<file path="config.mk">
export PLATFORM = sky130hd
export DESIGN_NAME = match_interval_timer
export DESIGN_NICKNAME = d
export VERILOG_FILES = /design/src/rtl/timer_pkg.sv /design/src/rtl/timer_ctrl.sv /design/src/rtl/timer_datapath.sv /design/src/rtl/match_interval_timer.sv
export SDC_FILE = /design/constraint.sdc
export NUM_CORES = 1
export LEC_CHECK = 0
export BUFFER_PORTS_ARGS = -buffer_cell sky130_fd_sc_hd__buf_4
export CAP_MARGIN = 10
export CORE_MARGIN = 2
export CORE_UTILIZATION = 51
export CTS_CLUSTER_DIAMETER = 30
export CTS_CLUSTER_SIZE = 30
export DETAILED_ROUTE_END_ITERATION = 10
export GPL_TIMING_DRIVEN = 1
export PLACE_DENSITY = 0.77
export SLEW_MARGIN = 20
export SYNTH_ARGS = -nofsm -noshare
export SYNTH_HDL_FRONTEND = slang
export SYNTH_HIERARCHICAL = 1
export SYNTH_SLANG_ARGS = --single-unit
</file>
<file path="constraint.sdc">
create_clock -name clk -period 2.15 [get_ports clk]
set_clock_uncertainty 0.1 [all_clocks]
set_input_delay 0.1075 -clock clk [delete_from_list [all_inputs] [get_ports clk]]
set_output_delay 0.1075 -clock clk [all_outputs]
set_load 0.05 [all_outputs]
</file>
<file path="src/rtl/timer_pkg.sv">
package timer_pkg;
  localparam logic [1:0] SEL_MODE = 2'd0;
  localparam logic [1:0] SEL_CMP  = 2'd1;
  localparam logic [1:0] SEL_RUN  = 2'd2;

  // Strobes from control to datapath, all valid for one cycle
  typedef struct packed {
    logic cntClear;    // counter to zero (stop or match)
    logic cntInc;      // counter advances
    logic matchEvt;    // match consumed a tick: raise irq
    logic actFromBuf;  // active compare takes buffered value
    logic actFromWr;   // active compare takes write data
    logic bufFromWr;   // buffer takes write data
  } tmrStrobe_t;
endpackage

</file>
<file path="src/rtl/timer_ctrl.sv">
module timer_ctrl
  import timer_pkg::*;
#(
  parameter int NUM_SRC = 4,
  localparam int SEL_W = $clog2(NUM_SRC),
  localparam int CFG_W = SEL_W + 1
) (
  input  logic             clk,
  input  logic             rstN,
  input  logic             wrEn,
  input  logic [1:0]       wrSel,
  input  logic [CFG_W-1:0] cfgData,
  input  logic [NUM_SRC-1:0] tickIn,
  input  logic             matchHit,
  output logic             running,
  output logic [SEL_W-1:0] srcSel,
  output logic             bufEn,
  output tmrStrobe_t       strobe
);
  logic wrMode, wrCmp, wrRun, stopReq, tickSel, advance, matchEvt;

  always_comb begin
    wrMode   = wrEn && (wrSel == SEL_MODE);
    wrCmp    = wrEn && (wrSel == SEL_CMP);
    wrRun    = wrEn && (wrSel == SEL_RUN);
    stopReq  = wrRun && !cfgData[0];
    tickSel  = tickIn[srcSel];
    advance  = running && tickSel && !stopReq;
    matchEvt = advance && matchHit;

    strobe.cntClear   = stopReq || matchEvt;
    strobe.cntInc     = advance && !matchHit;
    strobe.matchEvt   = matchEvt;
    strobe.actFromBuf = matchEvt && bufEn;
    strobe.bufFromWr  = wrCmp;
    strobe.actFromWr  = wrCmp && (!running || !bufEn);
  end

  always_ff @(posedge clk or negedge rstN) begin
    if (!rstN) begin
      running <= 1'b0;
      srcSel  <= '0;
      bufEn   <= 1'b0;
    end else begin
      if (wrRun) running <= cfgData[0];
      if (wrMode && !running) {bufEn, srcSel} <= cfgData;
    end
  end
endmodule

</file>
<file path="src/rtl/timer_datapath.sv">
module timer_datapath
  import timer_pkg::*;
#(
  parameter int CNT_W = 8
) (
  input  logic             clk,
  input  logic             rstN,
  input  logic [CNT_W-1:0] wrData,
  input  tmrStrobe_t       strobe,
  output logic             matchHit,
  output logic [CNT_W-1:0] cntVal,
  output logic [CNT_W-1:0] actVal,
  output logic             irq
);
  logic [CNT_W-1:0] bufVal;

  assign matchHit = (cntVal == actVal);

  always_ff @(posedge clk or negedge rstN) begin
    if (!rstN) begin
      cntVal <= '0;
      actVal <= '0;
      bufVal <= '0;
      irq    <= 1'b0;
    end else begin
      irq <= strobe.matchEvt;
      if (strobe.cntClear)    cntVal <= '0;
      else if (strobe.cntInc) cntVal <= cntVal + 1'b1;
      if (strobe.bufFromWr) bufVal <= wrData;
      // actFromWr and actFromBuf are mutually exclusive by construction of control
      if (strobe.actFromWr)       actVal <= wrData;
      else if (strobe.actFromBuf) actVal <= bufVal;
    end
  end
endmodule

</file>
<file path="src/rtl/match_interval_timer.sv">
module match_interval_timer
  import timer_pkg::*;
#(
  parameter int CNT_W   = 8,
  parameter int NUM_SRC = 4,
  localparam int SEL_W = $clog2(NUM_SRC),
  localparam int CFG_W = SEL_W + 1
) (
  input  logic               clk,
  input  logic               rstN,
  input  logic               wrEn,
  input  logic [1:0]         wrSel,
  input  logic [CNT_W-1:0]   wrData,
  input  logic [NUM_SRC-1:0] tickIn,
  output logic               irq
);
  tmrStrobe_t       strobe;
  logic             matchHit, running, bufEn;
  logic [SEL_W-1:0] srcSel;
  logic [CNT_W-1:0] cntVal, actVal;

  timer_ctrl #(.NUM_SRC(NUM_SRC)) u_ctrl (
    .clk(clk), .rstN(rstN), .wrEn(wrEn), .wrSel(wrSel),
    .cfgData(wrData[CFG_W-1:0]), .tickIn(tickIn), .matchHit(matchHit),
    .running(running), .srcSel(srcSel), .bufEn(bufEn), .strobe(strobe)
  );

  timer_datapath #(.CNT_W(CNT_W)) u_dp (
    .clk(clk), .rstN(rstN), .wrData(wrData), .strobe(strobe),
    .matchHit(matchHit), .cntVal(cntVal), .actVal(actVal), .irq(irq)
  );
endmodule

</file>
* Word-level counts from Yosys, hierarchy flattened
Index checks and enable logic that the tools add are counted.
Cells by class: $lt $le $gt $ge 1, mux-type cells 6, reductions and logical operators 21, eq/ne operators 3, $add $sub $neg 1
Operator list (number):
- 8-bit two-way mux | 4
- 1-bit logical AND | 11
- 8-bit by 1-bit adder with 8-bit output, second input constant | 1
- 8-bit equality test | 1
- 1-bit zero test | 5
- 2-bit nonzero test | 2
- 2-bit by 3-bit less-than comparator with 1-bit output, second input constant | 1
- 1-bit binary-select mux with 2-bit select | 1
- 2-bit by 1-bit equality test with 1-bit output, second input constant | 1
- 2-bit equality test, second input constant | 1
- 2-bit zero test | 1
- 1-bit logical OR | 2
- 1-bit two-way mux | 1
Word-level totals: word-level logic and storage cells 39, input port bits 17, bits in registers 29, output and inout port bits 1

* Longest topological paths before layout
depth after elaboration 9, gate-level depth with buffers 10, mapped depth without buffers 8

* Cells and area by module
The synthesis kept the hierarchy.
By module, submodules not included:
- timer_datapath | cells an instance 101, area an instance 1152.4 um2, sequential area each 625.6 um2, instances 1
- timer_ctrl | cells an instance 21, area an instance 281.5 um2, sequential area each 100.1 um2, instances 1

* Worst setup path after synthesis
No wires, ideal clock.
path kind register -> register, from register u_dp.cntVal[3], to register u_dp.cntVal[7], cell stages (with the launch flop) 11, setup time 0.077 ns, slack 0.098 ns, period minus slack after synthesis 2.052 ns, data arrival time 1.875 ns, buffers on the path 2, required time 1.973 ns, path through dfrtp_1 buf_2 xnor2_1 nand4_1 nor2_1 and2_1 o2bb2ai_1 buf_4 o2111ai_2 or3_1 a21oi_1
RTL lines:
- start, declared | RTL line timer_datapath.sv:11 | output logic [CNT_W-1:0] cntVal,
- start signal, assigned | RTL line timer_datapath.sv:28 | else if (strobe.cntInc) cntVal <= cntVal + 1'b1;

==> results.md <==
* Power Dens Cells at 934.5 nW/um^2
* Core area at 2710 sq um
* Sequential share of power at 0.464
* Worst path max stage delay at 0.46 ns
* Post-route ant nets at 0
* DRC Markers at 0
* Synthesized area at 1434 sq um
* Final cell count without fillers at 188
* Max Slew Vio Count at 0
* Fin crit share at 0.9435
* Max Cap Viol at 0
* Initial DRT Pass Iterations at 4
* Reg clk slew, reported paths at 0.10 ns
* Internal at 1.184 mW
* Hold Vio Cnt, Final at 0
* Worst endpoint data arrival time at 2.19 ns
* # clock sinks at 29
* Max Buffers Root-to-Sink at 2
* Worst-path cell chain: xnor2_2 > nand4_1 > nor2_2 > and4b_2 > o2111ai_4 > or3_1 > a21oi_1
* R2r startpoint: u_dp/cntVal[5]$_DFFE_PN0P_
* Reg2reg end: u_dp/cntVal[7]$_DFFE_PN0P_
* Crit start category: flop
* Net Switching at 0.5274 mW
* CTS tree: yes
* Hold EP: u_ctrl/srcSel[0]$_DFFE_PN0P_
* Area Overhead vs Synth at 27.75%
* Number of global-route vias before repair at 997
* Met3 usage at 0.04762
* Root Buffer: clkbuf_4
* Leak Pwr at 0.7585 nW
* Post-DP HPWL at 1917 microns
* Most frequent cells in the layout: 26 x buf_4, 26 x dfrtp_1, 11 x o21ai_0
* Crit. End Element: flop
* Cell variety after synth at 29
* Hold path depth at 3
* FF-to-FF setup slack at 0.12 ns
* CP max stage cell: dfrtp_2
* WL final at 2891 microns
* ANT cells at 0
* #FFs+latches synth at 29
* Top cell type by total area after synthesis: dfrtp_1
* CP delay by family, top: simple AND/OR/NAND/NOR gates
* Ys Warns at 6
* Syn Nets at 140
* First-pass GRT wire length at 4623 microns
* Final Wtd Congestion at 0.8136
* Avg WL per Cell at 15.38 microns
* Initial drt markers at 14
* Hold path start: wrSel[0]
* FMAX at 0.4929 GHz
* Crit path kind: reg -> reg
* Synth Instances at 122
* Vias at 1,063
* Peak VDD IR at 0.7494 mV
* RSZ-0062 raised after global routing: false
* Clock power share at 0.267
* Die area at 3252 sq um
* Grt total ovfl at 0
* Comb power frac at 0.269
* Mean post-synth cell area at 11.75 sq um
* FP Rows at 19
* Deepest level of the CTS H-tree at 2
* GR Util met2 at 0.3021
* Clk Latency, worst-skew pair at 0.34 ns
* Port Buffers at 17
* CTS Buf Count at 5
* Min Tclk post-route at 2.029 ns
* Status: completed
* Seq/Total Area, Yosys at 0.5061
* Placed cell count at 167
* Io pins at 18
* Sum of negative setup slack at 0 ns
* Largest cells by area after synthesis: dfrtp_1 51%, mux2_2 7.1%, mux2i_1 6.3%, xnor2_1 5.5%, o21ai_0 3.8%
* Share of cells above drive strength 1 at 0.3439
* Total GRT Usage at 0.1911
* CP required at 2.31 ns
* M1 GR Usage at 0.2436
* Vias per cell at 5.654
* Layout net count at 174
* R2R cell count at 7
* Initial Util at 0.5291
* Final setup viols at 0
* Die Y at 57.03 microns
* Hold_ws at 0.05342 ns
* Synth top area share at 0.5061
* Slew of the pin with the lowest slew margin at 0.4472 ns
* GR peak layer: met2
* Worst Path Buf+Inv at 0
* Initial antenna violation count at 0
* Crit-path max FO at 6
* Chip width at 57.03 microns
* Class of the worst hold path: in -> reg
* Worst rel slew slack at 0.7019
* Largest net degree at the start of global routing at 30
* Sw Share at 0.3081
final cells by class:
cell class	count	area [sq um]
fillers	204	878.3
flip-flops and latches	29	729.5
multi-input cells	85	694.4
repair buffers	35	285.3
clock inverters	3	46.29
well taps	31	38.79
clock buffers	5	37.54
cell usage after synthesis, drive strengths merged:
| library cell | n |
|---|---|
| xnor2 | 9 |
| o21ai | 11 |
| and4 | 1 |
| nand4 | 4 |
| and3 | 1 |
| nand3 | 2 |
| nor2 | 6 |
| and2 | 1 |
| clkbuf | 2 |
| nand3b | 1 |
| nor4b | 1 |
| o2111ai | 1 |
| a21oi | 3 |
| nand4bb | 1 |
| nand2 | 10 |
| mux2i | 9 |
| a21boi | 1 |
| dfrtp | 29 |
| ha | 1 |
| mux2 | 12 |
| xor2 | 3 |
| and3b | 1 |
| and4b | 1 |
| mux4 | 1 |
| or3 | 3 |
| o2bb2ai | 1 |
| buf | 6 |
power by group through the flow:
stage,logic [mW],clock network (mW),registers (mW)
3_3_place_gp,0.366,0,0.796
4_1_cts,0.399,0.467,0.794
5_1_grt,0.505,0.492,0.814
2_1_floorplan,0.287,0,0.772
3_5_place_dp,0.386,0,0.804
6_report,0.460,0.457,0.795
worst max-delay path by stage:
stage                                    start                         end  depth (start not counted)
finish              u_dp/cntVal[5]$_DFFE_PN0P_  u_dp/cntVal[7]$_DFFE_PN0P_                          7
global route        u_dp/cntVal[6]$_DFFE_PN0P_  u_dp/cntVal[7]$_DFFE_PN0P_                          8
CTS                 u_dp/cntVal[0]$_DFFE_PN0P_  u_dp/cntVal[7]$_DFFE_PN0P_                          8
detailed placement  u_dp/cntVal[4]$_DFFE_PN0P_  u_dp/cntVal[7]$_DFFE_PN0P_                          8
global placement    u_dp/cntVal[0]$_DFFE_PN0P_  u_dp/cntVal[7]$_DFFE_PN0P_                          8
floorplan           u_dp/cntVal[3]$_DFFE_PN0P_  u_dp/cntVal[7]$_DFFE_PN0P_                         10
worst reg2reg max path: stages, from the launching register on:
cell and delay, ns:
dfrtp_2 0.46, xnor2_2 0.15, nand4_1 0.11, nor2_2 0.05
and4b_2 0.39, o2111ai_4 0.18, or3_1 0.37, a21oi_1 0.15
flip-flops by register name, summed over array words and instances (netlist names):
register        flops
u_ctrl/bufEn        1
u_dp/irq            1
u_ctrl/running      1
u_ctrl/srcSel       2
u_dp/cntVal         8
u_dp/bufVal         8
u_dp/actVal         8
timing repair:
item / CTS / global route
endpoints found under the setup margin: 0 / 2
hold buffers: 9 / 0
buffers inserted: 0 / 4
endpoints found under the hold margin: 49 / 0
gates resized for setup: 0 / 9
metrics by stage:
step                      instance area (sq um)  setup WS (ns)    util  total power [mW]
after floorplan                            1434        0.09796       -             1.059
after global placement                     1593         0.1340  0.5877             1.162
after detailed placement                   1593        0.08905  0.5877             1.190
after CTS                                  1767        0.07699  0.6519             1.660
after global routing                       1832       0.002762  0.6759             1.811
final                                      1832         0.1214  0.6759             1.712
kinds of logic after synthesis:
kind of cell | Yosys count | synth area share
AND/OR/NAND/NOR | 33 | 0.1370
flip-flops | 29 | 0.5061
multiplexers | 22 | 0.1728
AO/OA/AOI/OAI | 17 | 0.07068
XOR/XNOR | 12 | 0.07330
buffers and inverters | 8 | 0.03141
adder cells (fa/ha/maj) | 1 | 0.008725
metal layers:
layer / part of all wire / up-vias
li1: - / 500
met3: 0.047 / 9
met1: 0.43 / 517
met4: 0.016 / 0
met2: 0.50 / 37
met5: 0 / -
(Power assumes the default switching activity.)
